### src/rtl/ptw_pkg.sv
package ptw_pkg;

   typedef enum logic [2:0] {
      WS_IDLE,
      WS_L2,
      WS_L1,
      WS_L0,
      WS_DONE,
      WS_FAULT
   } walk_state_e;

   typedef enum logic [1:0] {
      PK_INVALID,
      PK_POINTER,
      PK_LEAF
   } pte_kind_e;

endpackage

### src/rtl/ptw_addr.sv
// Forms the byte address of the entry to fetch at the current level.
module ptw_addr #(
   parameter int PA_W        = 56,
   parameter int OFF_W       = 12,
   parameter int IDX_W       = 9,
   parameter int LEVELS      = 3,
   parameter int ENTRY_BYTES = 8,
   parameter bit USE_CONCAT  = 1'b1,
   localparam int PPN_W      = PA_W - OFF_W,
   localparam int VPN_W      = LEVELS * IDX_W,
   localparam int LVL_W      = $clog2(LEVELS),
   localparam int SH         = $clog2(ENTRY_BYTES)
) (
   input  logic [VPN_W-1:0] vpn,
   input  logic [PPN_W-1:0] table_ppn,
   input  logic [LVL_W-1:0] level,
   output logic [PA_W-1:0]  pte_addr
);

   logic [IDX_W-1:0] idx_arr [LEVELS];
   logic [IDX_W-1:0] idx_sel;

   generate
      for (genvar g = 0; g < LEVELS; g++) begin : g_idx
         assign idx_arr[g] = vpn[g*IDX_W +: IDX_W];
      end
   endgenerate

   always_comb begin
      idx_sel = '0;
      for (int i = 0; i < LEVELS; i++) begin
         if (level == LVL_W'(i)) idx_sel = idx_arr[i];
      end
   end

   generate
      if (USE_CONCAT) begin : g_cat
         if (IDX_W + SH != OFF_W) begin : g_bad_fit
            $error("ptw_addr: a table must fill exactly one page for concatenation");
         end
         assign pte_addr = {table_ppn, idx_sel, {SH{1'b0}}};
      end else begin : g_add
         assign pte_addr = {table_ppn, {OFF_W{1'b0}}} + (PA_W'(idx_sel) << SH);
      end
   endgenerate

endmodule

### src/rtl/ptw_pte_dec.sv
// Classifies a fetched entry and extracts its page number.
module ptw_pte_dec
   import ptw_pkg::*;
#(
   parameter int PTE_W    = 64,
   parameter int PPN_W    = 44,
   parameter int PPN_LSB  = 10,
   parameter int V_BIT    = 0,
   parameter int PERM_LSB = 1,
   parameter int PERM_W   = 3
) (
   input  logic [PTE_W-1:0] pte,
   output pte_kind_e        kind,
   output logic [PPN_W-1:0] ppn
);

   if (PPN_LSB + PPN_W > PTE_W) begin : g_bad_ppn
      $error("ptw_pte_dec: page number field exceeds entry width");
   end
   if (PERM_LSB + PERM_W > PPN_LSB || V_BIT >= PERM_LSB) begin : g_bad_flags
      $error("ptw_pte_dec: flag fields overlap");
   end

   logic unused_bits;
   assign unused_bits = ^{pte[PTE_W-1:PPN_LSB+PPN_W], pte[PPN_LSB-1:PERM_LSB+PERM_W]};

   assign ppn = pte[PPN_LSB +: PPN_W];

   always_comb begin
      if (!pte[V_BIT])                      kind = PK_INVALID;
      else if (|pte[PERM_LSB +: PERM_W])   kind = PK_LEAF;
      else                                  kind = PK_POINTER;
   end

endmodule

### src/rtl/pt_walker.sv
module pt_walker
   import ptw_pkg::*;
#(
   parameter int VA_W        = 39,
   parameter int PA_W        = 56,
   parameter int OFF_W       = 12,
   parameter int IDX_W       = 9,
   parameter int LEVELS      = 3,
   parameter int PTE_W       = 64,
   parameter int PPN_LSB     = 10,
   parameter bit USE_CONCAT  = 1'b1,
   localparam int PPN_W      = PA_W - OFF_W,
   localparam int LVL_W      = $clog2(LEVELS)
) (
   input  logic              clk,
   input  logic              rst_n,
   input  logic              root_we,
   input  logic [PPN_W-1:0]  root_ppn,
   input  logic              req_valid,
   output logic              req_ready,
   input  logic [VA_W-1:0]   req_va,
   output logic              mem_req_valid,
   output logic [PA_W-1:0]   mem_req_addr,
   input  logic              mem_resp_valid,
   input  logic [PTE_W-1:0]  mem_resp_data,
   output logic              rsp_valid,
   output logic              rsp_fault,
   output logic [PA_W-1:0]   rsp_pa
);

   if (VA_W != OFF_W + LEVELS * IDX_W) begin : g_bad_va
      $error("pt_walker: virtual address width does not match offset plus indices");
   end
   if (LEVELS != 3) begin : g_bad_levels
      $error("pt_walker: state machine is built for three levels");
   end

   walk_state_e      st_q;
   logic [VA_W-1:0]  va_q;
   logic [PPN_W-1:0] root_q;
   logic [PPN_W-1:0] tbl_q;
   logic [PA_W-1:0]  pa_q;
   logic [LVL_W-1:0] level;
   pte_kind_e        kind;
   logic [PPN_W-1:0] ent_ppn;
   logic             fetching;

   assign fetching = (st_q == WS_L2) || (st_q == WS_L1) || (st_q == WS_L0);

   always_comb begin
      case (st_q)
         WS_L2:   level = LVL_W'(2);
         WS_L1:   level = LVL_W'(1);
         default: level = LVL_W'(0);
      endcase
   end

   ptw_addr #(
      .PA_W(PA_W), .OFF_W(OFF_W), .IDX_W(IDX_W), .LEVELS(LEVELS),
      .ENTRY_BYTES(PTE_W / 8), .USE_CONCAT(USE_CONCAT)
   ) u_addr (
      .vpn       (va_q[VA_W-1:OFF_W]),
      .table_ppn (tbl_q),
      .level     (level),
      .pte_addr  (mem_req_addr)
   );

   ptw_pte_dec #(
      .PTE_W(PTE_W), .PPN_W(PPN_W), .PPN_LSB(PPN_LSB)
   ) u_dec (
      .pte  (mem_resp_data),
      .kind (kind),
      .ppn  (ent_ppn)
   );

   always_ff @(posedge clk or negedge rst_n) begin
      if (!rst_n) begin
         st_q   <= WS_IDLE;
         va_q   <= '0;
         root_q <= '0;
         tbl_q  <= '0;
         pa_q   <= '0;
      end else begin
         if (root_we && st_q == WS_IDLE) root_q <= root_ppn;
         case (st_q)
            WS_IDLE: begin
               if (req_valid) begin
                  va_q  <= req_va;
                  tbl_q <= root_q;
                  st_q  <= WS_L2;
               end
            end
            WS_L2, WS_L1, WS_L0: begin
               if (mem_resp_valid) begin
                  case (kind)
                     PK_LEAF: begin
                        pa_q <= {ent_ppn, va_q[OFF_W-1:0]};
                        st_q <= WS_DONE;
                     end
                     PK_POINTER: begin
                        tbl_q <= ent_ppn;
                        if (st_q == WS_L2)      st_q <= WS_L1;
                        else if (st_q == WS_L1) st_q <= WS_L0;
                        else                    st_q <= WS_FAULT;
                     end
                     default: st_q <= WS_FAULT;
                  endcase
               end
            end
            default: st_q <= WS_IDLE;
         endcase
      end
   end

   assign req_ready     = (st_q == WS_IDLE);
   assign mem_req_valid = fetching;
   assign rsp_valid     = (st_q == WS_DONE) || (st_q == WS_FAULT);
   assign rsp_fault     = (st_q == WS_FAULT);
   assign rsp_pa        = (st_q == WS_DONE) ? pa_q : '0;

   // idle means no read and no response in flight
   p_ready_only_idle_r2: assert property (@(posedge clk) disable iff (!rst_n)
      req_ready |-> (!mem_req_valid && !rsp_valid));

   // an accepted request starts a read and closes the handshake
   p_accept_starts_r2: assert property (@(posedge clk) disable iff (!rst_n)
      (req_valid && req_ready) |=> (mem_req_valid && !req_ready));

   // an outstanding read stays put until its data returns
   p_req_hold_r5: assert property (@(posedge clk) disable iff (!rst_n)
      (mem_req_valid && !mem_resp_valid) |=> (mem_req_valid && $stable(mem_req_addr)));

   // a fault never carries an address
   p_fault_zero_pa_r6: assert property (@(posedge clk) disable iff (!rst_n)
      (rsp_valid && rsp_fault) |-> (rsp_pa == '0));

   // single-cycle response, then idle
   p_rsp_pulse_r9: assert property (@(posedge clk) disable iff (!rst_n)
      rsp_valid |=> (!rsp_valid && req_ready));

   // root register frozen while a walk is running
   p_root_frozen_r10: assert property (@(posedge clk) disable iff (!rst_n)
      !req_ready |=> $stable(root_q));

endmodule

### config.mk
export PLATFORM = sky130hd
export DESIGN_NAME = pt_walker
export DESIGN_NICKNAME = d
export VERILOG_FILES = /design/src/rtl/ptw_pkg.sv /design/src/rtl/ptw_addr.sv /design/src/rtl/ptw_pte_dec.sv /design/src/rtl/pt_walker.sv
export SDC_FILE = /design/constraint.sdc
export NUM_CORES = 1
export LEC_CHECK = 0
export ABC_AREA = 1
export CAP_MARGIN = 40
export CORE_ASPECT_RATIO = 1.2
export CORE_MARGIN = 5
export CORE_UTILIZATION = 25
export DETAILED_ROUTE_END_ITERATION = 10
export DONT_BUFFER_PORTS = 1
export PLACE_DENSITY = 0.41
export SLEW_MARGIN = 30
export SYNTH_ARGS = -nofsm -noshare
export SYNTH_HDL_FRONTEND = slang
export SYNTH_SLANG_ARGS = --single-unit
export TNS_END_PERCENT = 5
### constraint.sdc
create_clock -name clk -period 1.49 [get_ports clk]
set_input_delay 0.298 -clock clk [delete_from_list [all_inputs] [get_ports clk]]
set_output_delay 0.298 -clock clk [all_outputs]
set_load 0.01 [all_outputs]
==> impl_metrics.ini <==
[outcome]
status = finished with violations
violations = negative hold slack, negative setup slack

[setup_path]
cp_max_fo = 42
r2r_slack_ns = -0.02
critPathCaptureType = primary output
required_ns = 1.19
startpoint_type = flop
crit_arrival_ns = 1.59
critical_path_class = reg2out

[pwr]
pwr-share-comb_pct = 39.9
power_switching_w = 0.009482
p_seq_share_pct = 39.7
p_sw_share_pct = 41.45
p_leak_nw = 6.012
powerDensity_nw_per_um2 = 1967
ir_drop_mv = 0.7212
pwr-share-clk_pct = 20.3
internal_power_w = 0.01339

[global_routing]
antenna_found_initial = 5
grt_remaining_overflow = 0
grt_max_degree = 187
track_usage_pct = 16.15
grt_pass1_wl_um = 46730
grt_pass1_vias = 7942

[yosys]
yosys_warnings = 0
avgSynthCellArea_um2 = 7.571
ys_ff_latch = 186
yosysSeqAreaShare_pct = 54.07
synthCells = 1137
netlist_top_cells_area = dfrtp_1 54%, nand2_1 23%, nand3_1 12%, nor2_1 2.8%, inv_1 2.7%
async_flop_share_pct = 100.0
synth_edf_count = 0
syn_area_um2 = 8608
yosysTopAreaCell = dfrtp_1
synth_top_area_share_pct = 54.07
yosysUniqueCellTypes = 21
synthTopCellsByCount = 529 x nand2_1, 205 x nand3_1, 186 x dfrtp_1
synthFlopType = dfrtp_1
yosysMostFrequentCell = nand2_1

[timing]
fmax_mhz = 528.6
hold_viol_final = 186
clock_skew_ns = 0.007204
finalCriticalPeriod_ns = 1.892
worst_hold_slack_ns = -0.4547
rsz0062_at_grt = true
finalCritPeriodShare_pct = 127.0
slew_viol_final = 0
setup_viol = 76
setup_slack_ns = -0.4018

[placed_design]
gp_congestion = 0.7671
dp_slack_ns = -0.07110
dp_hpwl_um = 20060
port_buffers = 0

[clocking]
cts_tree = done
hold_buffers = 125
cts.sinks = 186
worstSkewPairLatency_ns = 0.45
cts.clk_slew.worst_paths_ns = 0.07
cts_buffer_depth = 2
h-tree-depth = 4
cts_buffers = 17
clockRootBuffer = clkbuf_16

[drt]
first_iter_violations = 497
vias = 7703
avgRoutedWirePerCell_um = 17.68
drc = 0
vias_per_cell = 4.435
ant_nets = 0
wl_um = 30720
firstDrtPassIters = 5

[floorplanning]
io_pins = 268
core.rowCount = 74
fp.dieArea_um2 = 38260
initial_core_util_pct = 25.26
die_w_um = 179.4
core_region_area_um2 = 34070
die_h_um = 213.3

[job]
cap_violations = 0

[cells_and_area]
nets = 1420
layout-drive-gt1-share_pct = 11.72
syn2layout_area_growth_pct = 35.12

[hold_path]
min_path_type = in2async
cell families (layout without fill, tap and decap cells):
kind of cell           Yosys count  count (layout)  synth area share [%]
AO/OA/AOI/OAI                    3               3                0.3052
AND/OR/NAND/NOR                806             806                 38.49
other                            1               4               0.04356
flip-flops                     186             186                 54.07
buffers and inverters          141             282                 7.093
per-stage QoR:
stage | TNS (ns) | total power [W] | util (%) | instance area (um^2) | cells
floorplan | -0.004583 | 0.01441 | - | 8618 | 1139
global placement | -4.216 | 0.01756 | 27.87 | 9495 | 1577
detailed placement | -6.437 | 0.01767 | 27.87 | 9495 | 1577
CTS | -28.69 | 0.02324 | 33.93 | 11560 | 1735
global route | -44.13 | 0.02481 | 34.14 | 11630 | 1737
finish | -24.29 | 0.02288 | 34.14 | 11630 | 1737
power groups by stage:
| stage | Sequential [W] | Combinational [W] | Clock [W] |
|---|---|---|---|
| 2_1_floorplan | 0.00872 | 0.00569 | 0 |
| 3_3_place_gp | 0.00916 | 0.00840 | 0 |
| 3_5_place_dp | 0.00918 | 0.00849 | 0 |
| 4_1_cts | 0.00911 | 0.00925 | 0.00488 |
| 5_1_grt | 0.00939 | 0.0104 | 0.00501 |
| 6_report | 0.00909 | 0.00913 | 0.00465 |
timing repair:
action,CTS,global route
endpoints found under the hold margin,309,186
gates cloned,0,0
gates resized for setup,53,17
buffers inserted,2,1
setup endpoints to repair,244,249
pin swaps,3,5
path summary, 6_finish.rpt:
path / depth (start not counted) / from / endpoint
worst min-delay path: 0 / rst_n / va_q[17]
worst max register to register: 7 / st_q[1] / tbl_q[28]
worst max-delay path: 5 / st_q[1] / rsp_pa[0]
worst min register to register: 2 / pa_q[30] / pa_q[30]
min in group clk: 2 / req_va[7] / va_q[7]
max in group asynchronous: 0 / rst_n / tbl_q[17]
layer usage:
metal	vias up	global-route usage (%)	share of wire (%)
met4	8	4.966	1.6
met2	184	27.86	50
met1	3694	19.85	43
met3	39	4.073	5.4
li1	3778	-	-
met5	-	0	0.16
sequential cells by signal (all words and copies together), names as in the netlist:
name / count
pa_q: 56
root_q: 44
tbl_q: 44
va_q: 39
st_q: 3
cell usage in the layout (no fill, tap or decap), drive strengths merged:
master / count
clkinv: 7
conb: 3
diode: 1
nor2: 68
a21oi: 2
nand3: 206
nand2: 532
buf: 62
o21ai: 1
dlygate4sd3: 123
dfrtp: 186
inv: 64
bufinv: 2
clkinvlp: 4
clkbuf: 20
worst max-delay path: stages (launching register included):
cell	delay, ns
dfrtp_2	0.46
nor2_4	0.15
nand2_4	0.08
buf_12	0.18
nor2_1	0.11
buf_4	0.14
area by class of cell:
cell class / instances / area [um^2]
Sequential cell: 186 / 4656
Clock inverter: 11 / 122.6
Antenna cell: 1 / 2.502
Multi-Input combinational cell: 812 / 3613
Fill cell: 3743 / 22440
Clock buffer: 20 / 456.7
Tap cell: 456 / 570.5
Timing Repair Buffer: 185 / 1961
Inverter: 66 / 249.0
Note: power is estimated with default switching activity, not from simulation.
